### src/rtl/mbox_irq_pkg.sv
package mbox_irq_pkg;

    localparam int AW = 12;

    localparam logic [AW-1:0] OFS_TOP_EN   = 12'h004;
    localparam logic [AW-1:0] OFS_TOP_STAT = 12'h005;
    localparam logic [AW-1:0] OFS_FN_STAT  = 12'h400;
    localparam logic [AW-1:0] OFS_CPU_STAT = 12'h401;
    localparam logic [AW-1:0] OFS_ERR_STAT = 12'h402;
    localparam logic [AW-1:0] OFS_CNT_STAT = 12'h403;
    localparam logic [AW-1:0] OFS_THRESH   = 12'h405;
    localparam logic [AW-1:0] OFS_FN_EN    = 12'h418;
    localparam logic [AW-1:0] OFS_CPU_EN   = 12'h419;
    localparam logic [AW-1:0] OFS_ERR_EN   = 12'h41A;
    localparam logic [AW-1:0] OFS_CNT_EN   = 12'h41B;
    localparam logic [AW-1:0] OFS_CNT_CLR  = 12'h440;
    localparam logic [AW-1:0] OFS_IDENT    = 12'h450;

    localparam logic [7:0] IDENT_VAL = 8'h01;

    // Index of each auxiliary source in the sticky status array
    localparam int SRC_CNT = 0;
    localparam int SRC_CPU = 1;
    localparam int SRC_ERR = 2;
    localparam int NUM_SRC = 3;

    typedef struct packed {
        logic [7:0] fn_en;
        logic [7:0] cpu_en;
        logic [7:0] err_en;
        logic [7:0] cnt_en;
        logic [7:0] top_en;
        logic       irq;
        logic [7:0] rdata;
    } agg_regs_t;

endpackage

### src/rtl/aux_stat_reg.sv
module aux_stat_reg #(
    parameter int W = 8
) (
    input  logic         clk,
    input  logic         rst,
    input  logic [W-1:0] set_i,
    input  logic         clr_i,
    output logic [W-1:0] stat_o
);
    logic [W-1:0] stat_d, stat_q;

    // Set takes priority over a clear in the same cycle
    always_comb begin
        stat_d = (clr_i ? '0 : stat_q) | set_i;
    end

    always_ff @(posedge clk) begin
        if (rst) stat_q <= '0;
        else     stat_q <= stat_d;
    end

    assign stat_o = stat_q;
endmodule

### src/rtl/mbox_flag_gen.sv
module mbox_flag_gen #(
    parameter int N      = 4,
    parameter int LVL_W  = 10,
    parameter int THRESH = 4
) (
    input  logic [N-1:0]       empty_i,
    input  logic [N*LVL_W-1:0] level_i,
    output logic [N-1:0]       nonempty_o,
    output logic [N-1:0]       above_o
);
    localparam logic [LVL_W-1:0] THR = LVL_W'(THRESH);

    for (genvar i = 0; i < N; i++) begin : g_mbox
        assign nonempty_o[i] = ~empty_i[i];
        assign above_o[i]    = (level_i[i*LVL_W +: LVL_W] >= THR);
    end
endmodule

### src/rtl/mbox_irq_agg.sv
module mbox_irq_agg
    import mbox_irq_pkg::*;
#(
    parameter int LVL_W  = 10,
    parameter int THRESH = 4
) (
    input  logic               clk,
    input  logic               rst,
    input  logic [11:0]        reg_addr,
    input  logic               reg_rd,
    input  logic               reg_wr,
    input  logic [7:0]         reg_wdata,
    output logic [7:0]         reg_rdata,
    input  logic [3:0]         mbox_empty,
    input  logic [4*LVL_W-1:0] mbox_level,
    input  logic [7:0]         cnt_set,
    input  logic [7:0]         cpu_set,
    input  logic [7:0]         err_set,
    output logic               irq
);
    localparam int NMB = 4;

    agg_regs_t r_d, r_q;

    logic [NMB-1:0]          nonempty, above;
    logic [NUM_SRC-1:0][7:0] set_v, stat_v;
    logic [NUM_SRC-1:0]      clr_v;
    logic [7:0]              cnt_stat, cpu_stat, err_stat;
    logic [7:0]              fn_stat, top_stat;
    logic                    cnt_clr;

    mbox_flag_gen #(.N(NMB), .LVL_W(LVL_W), .THRESH(THRESH)) u_flags (
        .empty_i    (mbox_empty),
        .level_i    (mbox_level),
        .nonempty_o (nonempty),
        .above_o    (above)
    );

    assign cnt_clr = (reg_rd || reg_wr) && (reg_addr == OFS_CNT_CLR);

    assign set_v[SRC_CNT] = cnt_set;
    assign set_v[SRC_CPU] = cpu_set;
    assign set_v[SRC_ERR] = err_set;
    assign clr_v = NUM_SRC'(1) << SRC_CNT;

    for (genvar s = 0; s < NUM_SRC; s++) begin : g_src
        aux_stat_reg #(.W(8)) u_stat (
            .clk    (clk),
            .rst    (rst),
            .set_i  (set_v[s]),
            .clr_i  (clr_v[s] & cnt_clr),
            .stat_o (stat_v[s])
        );
    end

    assign cnt_stat = stat_v[SRC_CNT];
    assign cpu_stat = stat_v[SRC_CPU];
    assign err_stat = stat_v[SRC_ERR];

    always_comb begin
        fn_stat  = {|(err_stat & r_q.err_en),
                    |(cpu_stat & r_q.cpu_en),
                    1'b0,
                    |(cnt_stat & r_q.cnt_en),
                    nonempty};
        top_stat = {6'b0, |(fn_stat & r_q.fn_en), 1'b0};

        r_d     = r_q;
        r_d.irq = r_q.top_en[0] && |(top_stat & r_q.top_en);

        if (reg_wr) begin
            unique case (reg_addr)
                OFS_TOP_EN: r_d.top_en = reg_wdata;
                OFS_FN_EN:  r_d.fn_en  = reg_wdata;
                OFS_CPU_EN: r_d.cpu_en = reg_wdata;
                OFS_ERR_EN: r_d.err_en = reg_wdata;
                OFS_CNT_EN: r_d.cnt_en = reg_wdata;
                default: ;
            endcase
        end

        if (reg_rd) begin
            unique case (reg_addr)
                OFS_TOP_EN:   r_d.rdata = r_q.top_en;
                OFS_TOP_STAT: r_d.rdata = top_stat;
                OFS_FN_STAT:  r_d.rdata = fn_stat;
                OFS_CPU_STAT: r_d.rdata = cpu_stat;
                OFS_ERR_STAT: r_d.rdata = err_stat;
                OFS_CNT_STAT: r_d.rdata = cnt_stat;
                OFS_THRESH:   r_d.rdata = {4'b0, above};
                OFS_FN_EN:    r_d.rdata = r_q.fn_en;
                OFS_CPU_EN:   r_d.rdata = r_q.cpu_en;
                OFS_ERR_EN:   r_d.rdata = r_q.err_en;
                OFS_CNT_EN:   r_d.rdata = r_q.cnt_en;
                OFS_IDENT:    r_d.rdata = IDENT_VAL;
                default:      r_d.rdata = 8'h00;
            endcase
        end
    end

    always_ff @(posedge clk) begin
        if (rst) r_q <= '0;
        else     r_q <= r_d;
    end

    assign reg_rdata = r_q.rdata;
    assign irq       = r_q.irq;
endmodule

### config.mk
export PLATFORM = sky130hd
export DESIGN_NAME = mbox_irq_agg
export DESIGN_NICKNAME = d
export VERILOG_FILES = /design/src/rtl/mbox_irq_pkg.sv /design/src/rtl/aux_stat_reg.sv /design/src/rtl/mbox_flag_gen.sv /design/src/rtl/mbox_irq_agg.sv
export SDC_FILE = /design/constraint.sdc
export NUM_CORES = 1
export LEC_CHECK = 0
export ABC_AREA = 1
export BUFFER_PORTS_ARGS = -buffer_cell sky130_fd_sc_hd__buf_4
export CORE_MARGIN = 10
export CORE_UTILIZATION = 24
export DETAILED_ROUTE_END_ITERATION = 10
export MAX_ROUTING_LAYER = met4
export PLACE_DENSITY = 0.5
export SYNTH_ARGS = -nofsm -noshare
export SYNTH_HDL_FRONTEND = slang
export SYNTH_SLANG_ARGS = --single-unit
export TNS_END_PERCENT = 100
### constraint.sdc
create_clock -name clk -period 2.2 [get_ports clk]
set_clock_uncertainty 0.1 [all_clocks]
set_input_delay 0.22 -clock clk [delete_from_list [all_inputs] [get_ports clk]]
set_output_delay 0.22 -clock clk [all_outputs]
set_load 0.03 [all_outputs]
==> flow_metrics.py, run 1 <==
metrics = {
    "yosys": {
        "ys_top_cells_by_count": "129 x nor2_1, 102 x nand2_1, 73 x dfxtp_1",
        "syn-instance-count": 570,
        "synth_edf_count": 0,
        "yosysMostFrequentCell": "nor2_1",
        "yosys_register_bits": 73,
        "async_reset_ff_share_pct": 0,
        "syn_area_per_cell_um2": 6.94,
        "yosysWarnings": 0,
        "synthesis.nets": 662,
        "yosysUniqueCellTypes": 32,
        "yosys.area.top_type_share_pct": 37.0,
        "yosysTopAreaCell": "dfxtp_1",
        "ys.flop_type": "dfxtp_1",
        "netlist_area_um2": 3950,
        "synth_area_leaders": "dfxtp_1 37%, nor2_1 12%, nand2_1 9.7%, nand3_1 6.8%, inv_1 4.0%",
        "yosysSeqAreaShare_pct": 37.0,
    },
    "power_and_ir_drop": {
        "p_clk_share_pct": 47.3,
        "p_int_mw": 2.48,
        "ir_drop_v": 0.000347,
        "power_frac_comb_pct": 9.6,
        "power.density_nw_per_um2": 601,
        "netSwitchingFraction_pct": 22.7,
        "switchingPower_mw": 0.730,
        "seqPwrFrac_pct": 43.1,
        "power.leakage_nw": 2.31,
    },
    "setup_path": {
        "rr_endpoint": "reg_rdata[1]",
        "endpoint": "reg_rdata[4]",
        "timing.rr.start": "g_src[2].u_stat.stat_o[0]",
        "crit_fanout": 5,
        "arrival_ps": 1790,
        "cp-startpoint": "reg_addr[4]",
        "worstSetupPathType": "primary input to flop",
        "rrSetupSlack_ps": 630,
        "critPathCaptureType": "flop",
        "cp_data_required_time_ps": 2370,
        "startpoint_type": "primary input",
        "r2r_cells": 10,
    },
    "drt": {
        "drt_wl_total_um": 13700,
        "drc_errors": 0,
        "viasPerCell": 4.53,
        "drt_iter0_markers": 327,
        "num_vias": 4059,
        "drtPass1Iterations": 6,
        "wire_per_inst_um": 15.3,
        "ant_nets": 0,
    },
    "die": {
        "num_rows": 46,
        "core_um2": 16000,
        "initial_utilization_pct": 24.7,
        "ios": 101,
        "die_h_um": 148,
        "die_area_um2": 22000,
        "dieWidth_um": 148,
    },
    "finish": {
        "antennaDiodeCount": 0,
        "fillers": 1784,
        "fin_nets": 768,
        "drive_gt1_share_pct": 23.6,
        "area_growth_pct": 35.2,
        "fin_cells": 897,
    },
    "timing": {
        "setup_viol": 0,
        "finalHoldViolCount": 0,
        "grt_setup_unrepaired": "no",
        "setup_tns_ps": 0,
        "slew_violations": 0,
        "tightest_slew_ps": 748,
        "clock.fmax_ghz": 0.618,
        "timing.slew.headroom_pct": 50.1,
        "fin_crit_sh_pct": 73.6,
        "finalCriticalPeriod_ps": 1620,
        "fin_worst_hold_slack_ps": 6.51,
    },
    "job": {
        "maxCapViolations": 0,
    },
    "clock_network": {
        "cts_buffer_depth": 2,
        "cts_resized": 0,
        "clkTransAtPathRegs_ps": 60,
        "cts_sinks": 73,
        "cts_root_buf": "clkbuf_16",
        "htreeDepth": 3,
        "cts_tree": "done",
        "clk_latency_ps": 340,
        "post_cts_buffers": 0,
        "numCtsBuffers": 9,
    },
    "grt": {
        "grt.overflow.total": 0,
        "grt_pass1_vias": 4084,
        "antenna_found_initial": 0,
        "grt_pass1_wl_um": 21700,
        "grt_max_degree": 52,
        "grt_usage_pct": 12.9,
    },
    "placed_design": {
        "dp_cells": 858,
        "gp_congestion": 0.934,
        "port_buffers": 92,
        "dpl.hpwl_um": 11000,
    },
    "min_path": {
        "hold_class": "primary input to flop",
    },
    "run_status": {
        "outcome": "finished, final reports clean",
    },
}
what timing repair did:
item	CTS	global route
endpoints found under the setup margin	0	0
hold endpoints to repair	23	0
hold buffers	23	0
power by group through the flow:
stage          registers, mW  clock network, mW  logic, mW
3_3_place_gp            1.41                  0      0.273
6_report                1.39               1.52      0.307
4_1_cts                 1.39               1.56      0.310
2_1_floorplan           1.40                  0      0.116
5_1_grt                 1.39               1.61      0.339
3_5_place_dp            1.41                  0      0.276
worst max-delay path, cell delays in order:
cell and delay [ps]:
buf_4 100, inv_1 40, nor2_1 140, nand2_1 200
nor2_1 400, nand3_1 150, nand3_1 120, nor2_1 50
nand2_1 130, nand2_1 80, a21oi_1 140
kinds of logic after synthesis:
family / Yosys count / share of synthesized area, %
flops: 73 / 37.0
compound gates: 82 / 14.4
buf+inv: 76 / 8.86
simple gates: 339 / 39.7
worst min-delay path by stage:
stage / from / to / slack (ps) / depth (start not counted)
finish: cpu_set[2] / g_src[1].u_stat.stat_o[2] / 7 / 3
global route: cpu_set[2] / g_src[1].u_stat.stat_o[2] / 40 / 3
CTS: cpu_set[2] / g_src[1].u_stat.stat_o[2] / 5 / 3
detailed placement: err_set[7] / g_src[2].u_stat.stat_o[7] / 330 / 3
global placement: cpu_set[3] / g_src[1].u_stat.stat_o[3] / 320 / 3
floorplan: cpu_set[3] / g_src[1].u_stat.stat_o[3] / 240 / 2
layout make-up:
class                      instances  area, um^2  area share, %
inverter                          51         191           3.58
timing repair buffer             120         971           18.2
tap                              216         270           5.06
multi-input combinational        421        2140           40.1
sequential                        73        1460           27.3
clock buffer                      14         274           5.13
clock inverter                     2        35.0          0.655
flip-flops by register name, indices dropped and copies added, names as in the netlist:
register,cells
r_q,40
g_src.u_stat.stat_o,24
reg_rdata,8
irq,1
layout by cell type, fill, tap and decap left out, drive strengths merged:
cell type    Yosys  routed
and3             4       4
a21oi           28      28
o21ai           12      12
nand3           55      55
nand3b           2       2
clkbuf           9      14
nand4            9       9
o22ai            1       1
nor2           146     146
buf             16      97
o21bai          12      12
dfxtp           73      73
dlygate4sd3      0      23
nand2          108     108
a211oi          28      28
clkinv           1       2
and2             2       2
nor3            13      13
o2111ai          1       1
bufinv           0       1
inv             50      50
routing by layer:
metal,wire [um],vias to the layer above,global-route usage [%]
met4,272,0,4.61
met5,0,-,-
met3,743,20,3.37
li1,-,2077,-
met1,6270,1833,15.3
met2,6410,129,20.6
per-stage QoR:
stage          setup slack, ps  util (%)  total power, mW  cell area, um^2
3_5_place_dp               286      30.0             1.69             4810
6_report                   582      33.4             3.21             5350
4_1_cts                    611      33.4             3.26             5350
3_3_place_gp               335      30.0             1.69             4810
5_1_grt                    414      33.4             3.34             5350
2_1_floorplan              745         -             1.52             3950
Note: power is estimated with default switching activity, not from simulation.
==> inputs of run 2 (changes only) <==
- PLACE_DENSITY: 0.5 -> 0.52
- clock period: 2.2 -> 1.4 ns (I/O delays scaled with it)
==> run 2 against run 1 <==
- the run now ends with hold timing, setup timing left
- non-clock buffer count grew 89
- largest power group unchanged
- cell count grew 9.8%
- clock power grew 54%
- sequential share of layout area shrank 3.6 points
- worst hold slack lost 6.7 ps
- routed wire length grew 8.3%
- via count grew 5.7%
- first-iteration DRC count shrank 18%
- sequential power grew 55%
==> flow_metrics.py, run 2 (same netlist as run 1, synthesis figures left out) <==
metrics = {
    "placed_design": {
        "port_buffers": 92,
        "dpl.hpwl_um": 12100,
        "gp_congestion": 0.933,
        "dp_cells": 938,
    },
    "power_and_ir_drop": {
        "p_int_mw": 3.96,
        "ir_drop_v": 0.000574,
        "power.density_nw_per_um2": 832,
        "power.leakage_nw": 2.82,
        "power_frac_comb_pct": 12.9,
        "p_clk_share_pct": 45.3,
        "seqPwrFrac_pct": 41.7,
        "switchingPower_mw": 1.21,
        "netSwitchingFraction_pct": 23.4,
        "p_total_mw": 5.16,
    },
    "grt": {
        "antenna_found_initial": 0,
        "grt_usage_pct": 13.7,
        "grt_max_degree": 35,
        "grt_pass1_wl_um": 23200,
        "grt_pass1_vias": 4350,
        "grt.overflow.total": 0,
    },
    "run_status": {
        "violations": "hold timing, setup timing",
        "outcome": "complete, but fails checks",
    },
    "setup_path": {
        "crit_slowest_cell": "dfxtp_2",
        "cp_data_required_time_ps": 1520,
        "worstSetupPathType": "flop to flop",
        "arrival_ps": 1560,
        "startpoint_type": "flop",
        "critPathCaptureType": "flop",
        "crit_chain": "nand2_1 > nand2_2 > nor2_4 > nand2_2 > nand2_2 > nand2_1 > o21bai_1 > nand3_1 > nand2_1 > a21oi_1",
        "max_stage_delay_ps": 320,
        "crit_fanout": 2,
    },
    "die": {
        "die_h_um": 148,
        "core_um2": 16000,
        "dieWidth_um": 148,
        "die_area_um2": 22000,
        "ios": 101,
        "num_rows": 46,
        "initial_utilization_pct": 24.7,
    },
    "finish": {
        "drive_gt1_share_pct": 36.2,
        "area_growth_pct": 56.9,
        "antennaDiodeCount": 0,
        "layout_common_cells": "171 x buf_4, 121 x nor2_1, 84 x nand2_1, 63 x dfxtp_1, 54 x nand3_1",
        "top_register": "r_q",
        "fin_cells": 985,
        "largest_reg_flops": 40,
        "fin_nets": 857,
        "fillers": 1714,
        "final_common_cell": "buf_4",
        "final_util_pct": 38.8,
    },
    "timing": {
        "slew_violations": 0,
        "timing.slew.headroom_pct": 78.8,
        "clock.fmax_ghz": 0.696,
        "finalCriticalPeriod_ps": 1440,
        "fin_crit_sh_pct": 103,
        "setup_tns_ps": -55.5,
        "setup_ws_ps": -36.6,
        "grt_setup_unrepaired": "yes",
        "tightest_slew_ps": 317,
        "finalHoldViolCount": 1,
        "fin_worst_hold_slack_ps": -0.220,
        "setup_viol": 2,
    },
    "drt": {
        "wire_per_inst_um": 15.1,
        "drtPass1Iterations": 5,
        "ant_nets": 0,
        "num_vias": 4290,
        "drt_iter0_markers": 269,
        "drc_errors": 0,
        "viasPerCell": 4.36,
        "drt_wl_total_um": 14800,
    },
    "clock_network": {
        "cts_tree": "done",
        "cts_root_buf": "clkbuf_16",
        "clkTransAtPathRegs_ps": 60,
        "cts_buffer_depth": 2,
        "numCtsBuffers": 9,
        "clk_latency_ps": 340,
        "htreeDepth": 3,
        "cts_sinks": 73,
    },
    "job": {
        "maxCapViolations": 0,
    },
    "min_path": {
        "hold_class": "primary input to flop",
    },
}
run 2: cell types whose count changed in the layout (fill, tap and decap cells not counted), moves of 10 or more:
cell / previous run / this run
dfxtp_1: 73 / 63
nand2_1: 102 / 84
nand2_2: 5 / 22
buf_4: 96 / 171
dfxtp_2: 0 / 10
run 2: per-stage QoR:
stage | cell area, um^2 | setup slack [ps] | hold slack [ps]
3_5_place_dp | 5480 | -360 | 249
4_1_cts | 6110 | -69.1 | -3.14
3_3_place_gp | 5480 | -307 | 244
2_1_floorplan | 3950 | 24.5 | 156
6_report | 6200 | -36.6 | -0.220
5_1_grt | 6200 | -143 | 10.9
run 2: area by class of cell:
| cell class | instances | area [um^2] | share of cell area (%) |
|---|---|---|---|
| clock buffers | 12 | 256 | 4.13 |
| clock inverters | 3 | 40.0 | 0.645 |
| inverters | 51 | 191 | 3.09 |
| multi-input cells | 421 | 2240 | 36.1 |
| flip-flops and latches | 73 | 1470 | 23.8 |
| well taps | 216 | 270 | 4.36 |
| repair buffers | 209 | 1730 | 27.9 |
run 2: worst paths after layout:
path | from | end | slack, ps | cells after the start
worst max-delay path | g_src[2].u_stat.stat_o[3] | reg_rdata[1] | -40 | 10
worst min register to register | reg_rdata[5] | reg_rdata[5] | 370 | 2
worst max register to register | g_src[2].u_stat.stat_o[3] | reg_rdata[1] | -40 | 10
worst min-delay path | rst | g_src[2].u_stat.stat_o[6] | -0.2 | 2
run 2: timing repair:
action / 4_1_cts / 5_1_grt
pin swaps: 4 / 20
resized for setup: 5 / 39
cloned: 0 / 0
hold buffers: 32 / 0
setup buffers: 0 / 1
setup endpoints to repair: 3 / 20
endpoints found under the hold margin: 28 / 0
run 2: power groups by stage:
stage,sequential (mW),combinational (mW),clock (mW)
after floorplan,2.20,0.182,0
after global placement,2.20,0.588,0
after detailed placement,2.20,0.590,0
after CTS,2.15,0.667,2.39
after global routing,2.16,0.728,2.44
final,2.15,0.669,2.34
run 2: metal layers:
metal | share of wire [%] | GRT usage (%) | wire length (um)
met4 | 1.2 | 4.46 | 180
met3 | 6.5 | 3.09 | 957
met1 | 46 | 16.7 | 6780
met5 | 0 | - | 0
met2 | 47 | 22.1 | 6920
run 2: worst max-delay path, delay by kind of cell (launching register included):
family	cells	cell delay (ps)
AO/OA/AOI/OAI	2	250
flip-flops	1	320
AND/OR/NAND/NOR	8	650
